===== src/rtl/vcom_i2c_pkg.sv =====
// Shared types for the DAC-code serial slave.
package vcom_i2c_pkg;
    // Protocol phase of the slave
    typedef enum logic [2:0] {
        ST_IDLE,   // no transfer addressed to us
        ST_ADDR,   // shifting in the address byte
        ST_AACK,   // driving the address ACK
        ST_WDAT,   // shifting in the command byte
        ST_WACK,   // driving ACK/NACK for the command byte
        ST_RDAT,   // shifting out the DAC code
        ST_RACK,   // master's acknowledge slot after a read
        ST_IGN     // released, waiting for START or STOP
    } slv_state_t;
endpackage


===== src/rtl/i2c_line_filter.sv =====
// Synchronises one bus line into the clk domain and rejects pulses
// shorter than FILT_CYC clocks.
// Assumes: FILT_CYC >= 2. The line idles high.
module i2c_line_filter #(
    parameter int FILT_CYC = 5
) (
    input  logic clk,
    input  logic rst_n,
    input  logic raw_i,
    output logic clean_o
);
    localparam int CW = $clog2(FILT_CYC + 1);

    logic [1:0]    sync_q;
    logic [CW-1:0] run_q;

    // Two-flop synchroniser
    always_ff @(posedge clk) begin
        if (!rst_n) sync_q <= 2'b11;
        else        sync_q <= {sync_q[0], raw_i};
    end

    // Accept a new level only after FILT_CYC consecutive differing samples
    always_ff @(posedge clk) begin
        if (!rst_n) begin
            clean_o <= 1'b1;
            run_q   <= '0;
        end else if (sync_q[1] == clean_o) begin
            run_q <= '0;
        end else if (run_q == CW'(FILT_CYC - 1)) begin
            clean_o <= sync_q[1];
            run_q   <= '0;
        end else begin
            run_q <= run_q + 1'b1;
        end
    end


    filt_hold_chk: assert property (@(posedge clk) disable iff (!rst_n)
        (clean_o != $past(clean_o)) |-> ($past(sync_q[1], 2) == clean_o));
endmodule


===== src/rtl/i2c_bus_events.sv =====
// Detects SCL edges, START and STOP from the filtered lines. A STOP in
// the same SCL high phase as a START is masked.
// Assumes: both inputs are already synchronous to clk.
module i2c_bus_events (
    input  logic clk,
    input  logic rst_n,
    input  logic scl_i,
    input  logic sda_i,
    output logic start_o,
    output logic stop_o,
    output logic rise_o,
    output logic fall_o
);
    logic scl_q, sda_q, in_start_q;
    logic stop_raw;

    // Previous levels for edge detection
    always_ff @(posedge clk) begin
        if (!rst_n) begin
            scl_q <= 1'b1;
            sda_q <= 1'b1;
        end else begin
            scl_q <= scl_i;
            sda_q <= sda_i;
        end
    end

    assign rise_o   = scl_i & ~scl_q;
    assign fall_o   = ~scl_i & scl_q;
    assign start_o  = scl_i & scl_q & sda_q & ~sda_i;
    assign stop_raw = scl_i & scl_q & ~sda_q & sda_i;
    assign stop_o   = stop_raw & ~in_start_q;

    // Marks the SCL high phase that carried a START
    always_ff @(posedge clk) begin
        if (!rst_n)       in_start_q <= 1'b0;
        else if (start_o) in_start_q <= 1'b1;
        else if (fall_o)  in_start_q <= 1'b0;
    end


    start_mask_chk: assert property (@(posedge clk) disable iff (!rst_n)
        start_o |=> (!stop_o || !scl_q));
endmodule


===== src/rtl/vcom_i2c_slave.sv =====
// Two-wire serial slave that controls a single DAC code. It takes an
// address byte and one command byte. Command bit 0 selects whether the
// code goes to the live register (1) or to the store controller (0).
// Assumes: no clock stretching, one command byte per transfer, and an SCL
// half period longer than FILT_CYC + 4 clocks.
module vcom_i2c_slave
    import vcom_i2c_pkg::*;
#(
    parameter int                ADDR_W     = 7,
    parameter logic [ADDR_W-1:0] DEV_ADDR   = 7'h4F,
    parameter int                CODE_W     = 7,
    parameter logic [CODE_W-1:0] RESET_CODE = 7'd64,
    parameter int                FILT_CYC   = 5
) (
    input  logic              clk,
    input  logic              rst_n,
    input  logic              scl_i,
    input  logic              sda_i,
    output logic              sda_oe_o,
    input  logic              store_ready_i,
    output logic              store_req_o,
    output logic [CODE_W-1:0] store_code_o,
    output logic [CODE_W-1:0] dac_code_o
);
    localparam int ADDR_BITS = ADDR_W + 1;
    localparam int DATA_BITS = CODE_W + 1;
    localparam int SH_W      = (ADDR_BITS > DATA_BITS) ? ADDR_BITS : DATA_BITS;
    localparam int CNT_W     = $clog2(SH_W + 1);

    logic scl_f, sda_f;
    logic start_ev, stop_ev, rise_ev, fall_ev;

    slv_state_t        state;
    logic [CNT_W-1:0]  bit_cnt;
    logic [SH_W-1:0]   rx_sh;
    logic [CODE_W-1:0] tx_sh;
    logic              rw_q, ack_q, cmd_ack;

    // One filter per bus line
    for (genvar g = 0; g < 2; g++) begin : g_filt
        if (g == 0) begin : g_scl
            i2c_line_filter #(.FILT_CYC(FILT_CYC)) u_f (
                .clk(clk), .rst_n(rst_n), .raw_i(scl_i), .clean_o(scl_f));
        end else begin : g_sda
            i2c_line_filter #(.FILT_CYC(FILT_CYC)) u_f (
                .clk(clk), .rst_n(rst_n), .raw_i(sda_i), .clean_o(sda_f));
        end
    end

    i2c_bus_events u_ev (
        .clk(clk), .rst_n(rst_n), .scl_i(scl_f), .sda_i(sda_f),
        .start_o(start_ev), .stop_o(stop_ev),
        .rise_o(rise_ev), .fall_o(fall_ev)
    );

    // A DAC write is always acknowledged; a store only if the bank accepts it
    assign cmd_ack = rx_sh[0] | store_ready_i;

    // Protocol sequencer: bit counting, ACK driving, register update
    always_ff @(posedge clk) begin
        if (!rst_n) begin
            state        <= ST_IDLE;
            bit_cnt      <= '0;
            rx_sh        <= '0;
            tx_sh        <= '0;
            rw_q         <= 1'b0;
            ack_q        <= 1'b0;
            sda_oe_o     <= 1'b0;
            store_req_o  <= 1'b0;
            store_code_o <= '0;
            dac_code_o   <= RESET_CODE;
        end else begin
            store_req_o <= 1'b0;
            if (start_ev) begin
                state    <= ST_ADDR;
                bit_cnt  <= '0;
                sda_oe_o <= 1'b0;
            end else if (stop_ev) begin
                state    <= ST_IDLE;
                sda_oe_o <= 1'b0;
            end else begin
                unique case (state)
                    ST_ADDR: begin
                        if (rise_ev) begin
                            rx_sh   <= {rx_sh[SH_W-2:0], sda_f};
                            bit_cnt <= bit_cnt + 1'b1;
                        end else if (fall_ev && bit_cnt == CNT_W'(ADDR_BITS)) begin
                            if (rx_sh[ADDR_W:1] == DEV_ADDR) begin
                                sda_oe_o <= 1'b1;
                                rw_q     <= rx_sh[0];
                                state    <= ST_AACK;
                            end else begin
                                state <= ST_IGN;
                            end
                        end
                    end
                    ST_AACK: begin
                        if (fall_ev) begin
                            bit_cnt <= '0;
                            if (rw_q) begin
                                tx_sh    <= {dac_code_o[CODE_W-2:0], 1'b0};
                                sda_oe_o <= ~dac_code_o[CODE_W-1];
                                state    <= ST_RDAT;
                            end else begin
                                sda_oe_o <= 1'b0;
                                state    <= ST_WDAT;
                            end
                        end
                    end
                    ST_WDAT: begin
                        if (rise_ev) begin
                            rx_sh   <= {rx_sh[SH_W-2:0], sda_f};
                            bit_cnt <= bit_cnt + 1'b1;
                        end else if (fall_ev && bit_cnt == CNT_W'(DATA_BITS)) begin
                            sda_oe_o <= cmd_ack;
                            ack_q    <= cmd_ack;
                            state    <= ST_WACK;
                        end
                    end
                    ST_WACK: begin
                        if (fall_ev) begin
                            sda_oe_o <= 1'b0;
                            state    <= ST_IGN;
                            if (ack_q) begin
                                if (rx_sh[0]) begin
                                    dac_code_o <= rx_sh[CODE_W:1];
                                end else begin
                                    store_req_o  <= 1'b1;
                                    store_code_o <= rx_sh[CODE_W:1];
                                end
                            end
                        end
                    end
                    ST_RDAT: begin
                        if (rise_ev) begin
                            bit_cnt <= bit_cnt + 1'b1;
                        end else if (fall_ev) begin
                            if (bit_cnt == CNT_W'(DATA_BITS)) begin
                                sda_oe_o <= 1'b0;
                                state    <= ST_RACK;
                            end else begin
                                sda_oe_o <= ~tx_sh[CODE_W-1];
                                tx_sh    <= {tx_sh[CODE_W-2:0], 1'b0};
                            end
                        end
                    end
                    ST_RACK: begin
                        if (fall_ev) state <= ST_IGN;
                    end
                    default: ;
                endcase
            end
        end
    end


    oe_released_chk: assert property (@(posedge clk) disable iff (!rst_n)
        (state == ST_IDLE || state == ST_IGN) |-> !sda_oe_o);

    dac_update_chk: assert property (@(posedge clk) disable iff (!rst_n)
        (dac_code_o != $past(dac_code_o)) |-> ($past(state) == ST_WACK && $past(ack_q)));

    store_pulse_chk: assert property (@(posedge clk) disable iff (!rst_n)
        store_req_o |=> !store_req_o);

    store_origin_chk: assert property (@(posedge clk) disable iff (!rst_n)
        store_req_o |-> ($past(state) == ST_WACK && $past(ack_q)));

    restart_chk: assert property (@(posedge clk) disable iff (!rst_n)
        start_ev |=> (state == ST_ADDR));

    stop_idle_chk: assert property (@(posedge clk) disable iff (!rst_n)
        stop_ev |=> (state == ST_IDLE));
endmodule


===== config.mk =====
export PLATFORM = sky130hd
export DESIGN_NAME = vcom_i2c_slave
export DESIGN_NICKNAME = d
export VERILOG_FILES = /design/src/rtl/vcom_i2c_pkg.sv /design/src/rtl/i2c_line_filter.sv /design/src/rtl/i2c_bus_events.sv /design/src/rtl/vcom_i2c_slave.sv
export SDC_FILE = /design/constraint.sdc
export NUM_CORES = 1
export LEC_CHECK = 0
export ABC_AREA = 1
export BUFFER_PORTS_ARGS = -buffer_cell sky130_fd_sc_hd__buf_2
export CAP_MARGIN = 10
export CELL_PAD_IN_SITES_DETAIL_PLACEMENT = 1
export CELL_PAD_IN_SITES_GLOBAL_PLACEMENT = 2
export CORE_UTILIZATION = 36
export DETAILED_ROUTE_END_ITERATION = 12
export PLACE_DENSITY = 0.84
export SLEW_MARGIN = 20
export SYNTH_ARGS = -nofsm -noshare
export SYNTH_HDL_FRONTEND = slang
export SYNTH_SLANG_ARGS = --single-unit
export TNS_END_PERCENT = 1

===== constraint.sdc =====
create_clock -name clk -period 3.3 [get_ports clk]
set_input_delay 0.495 -clock clk [delete_from_list [all_inputs] [get_ports clk]]
set_output_delay 0.495 -clock clk [all_outputs]
set_load 0.03 [all_outputs]

==> results.json <==
{
  "clock-root-buffer": "sky130_fd_sc_hd__clkbuf_8",
  "setup-tns-final_ns": 0,
  "grt_pass1_vias": 2106,
  "routed-via-count": 2176,
  "worst_slew_pin_slew_ns": 0.559,
  "postCtsHoldBufs": 0,
  "cts.reportedPaths.clkPinSlew_ns": 0.09,
  "worst_r2r_path_depth": 13,
  "result_of_the_run": "complete, no violations",
  "post_synth_num_cell_types": 35,
  "io_pins": 21,
  "clk-insertion-delay-late_ns": 0.30,
  "post-route-min-period_ns": 1.68,
  "timing.hold.worst_endpoint": "g_filt[1].g_sda.u_f.sync_q[0]",
  "avgSynthCellArea_um2": 7.27,
  "worst_r2r_startpoint": "bit_cnt[0]",
  "cts_sinks": 54,
  "tritoncts": "done",
  "synth.cell_area_mm2": 0.00252,
  "min_path_type": "input pin to flop",
  "dr.first_iter.drc_count": 52,
  "dp_hpwl_um": 4570,
  "count_of_warnings_emitted_by_yosys": 0,
  "criticalPathCategory": "flop to flop",
  "setup_viol": 0,
  "worst_slew_margin_rel_pct": 62.7,
  "dieArea_mm2": 0.00735,
  "setup.reg_to_reg.worst_slack_ns": 1.62,
  "min_delay_path_depth": 2,
  "postSynthCellCount": 347,
  "cts-resized-gates": 0,
  "maxClockFrequency_mhz": 594,
  "synth_nets": 358,
  "synth_top_cell_by_area": "sky130_fd_sc_hd__dfxtp_1",
  "place.port_buffers": 20,
  "synth_seq_cells": 54,
  "yosys_top_cell_area_share_pct": 42.8,
  "die_w_um": 85.7,
  "critical_path_arrival_ns": 1.88,
  "skew_ns": 0.00557,
  "cts_max_path_buffers": 2,
  "cts_made_buffers": 5,
  "synth-seq-area-share_pct": 42.8,
  "proportion_of_layout_cells_with_a_drive_suffix_above_1_pct": 17.4,
  "via_per_inst": 4.69,
  "critical_path.startpoint_type": "flop",
  "chipHeight_um": 85.7,
  "grtUsageTotal_pct": 17.6,
  "final.fill_count": 885,
  "worstHoldStart": "sda_i",
  "p_leak_nw": 1.26,
  "ys_top_cells_by_area": "sky130_fd_sc_hd__dfxtp_1 43%, sky130_fd_sc_hd__nand2_1 9.8%, sky130_fd_sc_hd__nor2_1 9.8%, sky130_fd_sc_hd__o21ai_0 6.1%, sky130_fd_sc_hd__inv_1 4.3%",
  "ant_nets": 0,
  "cts.htree.levels": 2,
  "antenna_cells": 0,
  "initial_antenna_violation_count": 0,
  "syn2layout_area_growth_pct": 10.9,
  "rows": 30,
  "grt_first_pass_wirelength_um": 10200,
  "grt-ovfl-total": 0,
  "crit_fanout": 5,
  "period_share_pct": 51.0,
  "vdd_ir_drop_max_mv": 0.280,
  "layout_common_cells": "66 x sky130_fd_sc_hd__nand2_1, 66 x sky130_fd_sc_hd__nor2_1, 54 x sky130_fd_sc_hd__dfxtp_1",
  "required_ns": 3.50,
  "setup_repair_after_global_routing_missed_its_margin": "false",
  "totalWireLength_um": 5880,
  "fin_worst_hold_slack_ns": 0.397,
  "number_of_nets_in_the_final_layout": 379,
  "grt_max_degree": 38,
  "core_mm2": 0.00679,
  "cts_setup_buffers": 0,
  "route.detailed.wl_per_inst_um": 12.7,
  "max_cap_check_violation_count": 0,
  "place.gp.congestion": 0.790,
  "post-route-drc-count": 0,
  "slew_viol_final": 0,
  "timing.critical_path.to_type": "flop",
  "starting_density_of_the_core_pct": 37.1,
  "pwr_per_cell_area_mw_per_mm2": 576,
  "rr_endpoint": "state[0]",
  "hold_viol": 0,
  "detail_route.first_pass.iterations": 4
}
-- state kept, by name, summed over array words and instances (netlist names), 2 cells and up --
register,flops
bit_cnt,4
dac_code_o,7
g_filt.g_scl.u_f.run_q,3
g_filt.g_scl.u_f.sync_q,2
g_filt.g_sda.u_f.run_q,3
g_filt.g_sda.u_f.sync_q,2
rx_sh,8
state,3
store_code_o,7
tx_sh,6
-- kinds of logic after synthesis --
group	synth area share, %
buffers and inverters	6.69
adders and majority gates	2.97
AOI/OAI and AO/OA	11.8
and+or+nand+nor	34.3
xor gates and xnor gates	1.39
DFF	42.8
-- worst max-delay path, stage by stage (launching register included) --
cell and delay (ns):
sky130_fd_sc_hd__dfxtp_1 0.33, sky130_fd_sc_hd__inv_1 0.09, sky130_fd_sc_hd__ha_1 0.15, sky130_fd_sc_hd__nand2_1 0.05, sky130_fd_sc_hd__nor2_1 0.17, sky130_fd_sc_hd__nand2_1 0.16
sky130_fd_sc_hd__nand2_1 0.11, sky130_fd_sc_hd__nand2_1 0.08, sky130_fd_sc_hd__nor2_2 0.10, sky130_fd_sc_hd__nand2_2 0.10, sky130_fd_sc_hd__nand2_1 0.07, sky130_fd_sc_hd__nand3_1 0.06
sky130_fd_sc_hd__nand2_1 0.06, sky130_fd_sc_hd__inv_1 0.04
-- layout make-up --
cell class,instances,area [um^2],area share (%)
well taps,96,120,4.29
inverters,37,144,5.14
multi-input cells,250,1270,45.5
clock buffers,6,72.6,2.59
clock inverters,1,7.51,0.268
flip-flops and latches,54,1080,38.6
repair buffers,20,100,3.58
-- routing by layer --
layer,up-vias,share of wire [%],global-route usage (%)
met2,17,46,28.2
met4,0,1.2,5.00
met1,1012,51,24.4
met3,7,2.1,3.18
li1,1140,-,-
met5,-,0,0
-- worst max path at each step --
stage               start       end  slack, ns  cells after the start
4_1_cts        bit_cnt[0]  state[0]       1.57                     13
3_3_place_gp        rst_n  state[1]       1.51                      5
5_1_grt        bit_cnt[0]  state[0]       1.39                     13
2_1_floorplan  bit_cnt[0]  state[0]       1.87                     13
3_5_place_dp        rst_n  state[1]       1.47                      5
6_report       bit_cnt[0]  state[0]       1.62                     13
-- power breakdown --
group          total, W  internal (W)  switching [W]
Sequential     0.000765      0.000712      0.0000535
Combinational  0.000497      0.000172       0.000325
Clock          0.000349      0.000146       0.000203
-- Yosys cell counts, drive strengths merged --
| cell type | instances |
|---|---|
| o211ai | 1 |
| xnor2 | 2 |
| nand4 | 2 |
| clkbuf | 5 |
| nand3 | 18 |
| buf | 1 |
| inv | 35 |
| a21o | 1 |
| and3 | 1 |
| o21a | 1 |
| or2 | 4 |
| a21oi | 19 |
| dfxtp | 54 |
| nand2 | 76 |
| nor2 | 76 |
| o21ai | 33 |
| clkinv | 2 |
| nor3 | 5 |
| nand3b | 2 |
| a21boi | 1 |
| ha | 6 |
| xor2 | 2 |
-- through the flow --
step	util [%]	setup slack, ns	cells	power (W)	instance area, um^2
5_1_grt	41.2	1.39	464	0.00174	2800
4_1_cts	41.2	1.57	464	0.00164	2800
2_1_floorplan	-	1.87	347	0.00118	2520
3_5_place_dp	40.0	1.47	457	0.00128	2720
6_report	41.2	1.62	464	0.00161	2800
3_3_place_gp	40.0	1.51	457	0.00127	2720
Power figures use the tool's default switching activity.
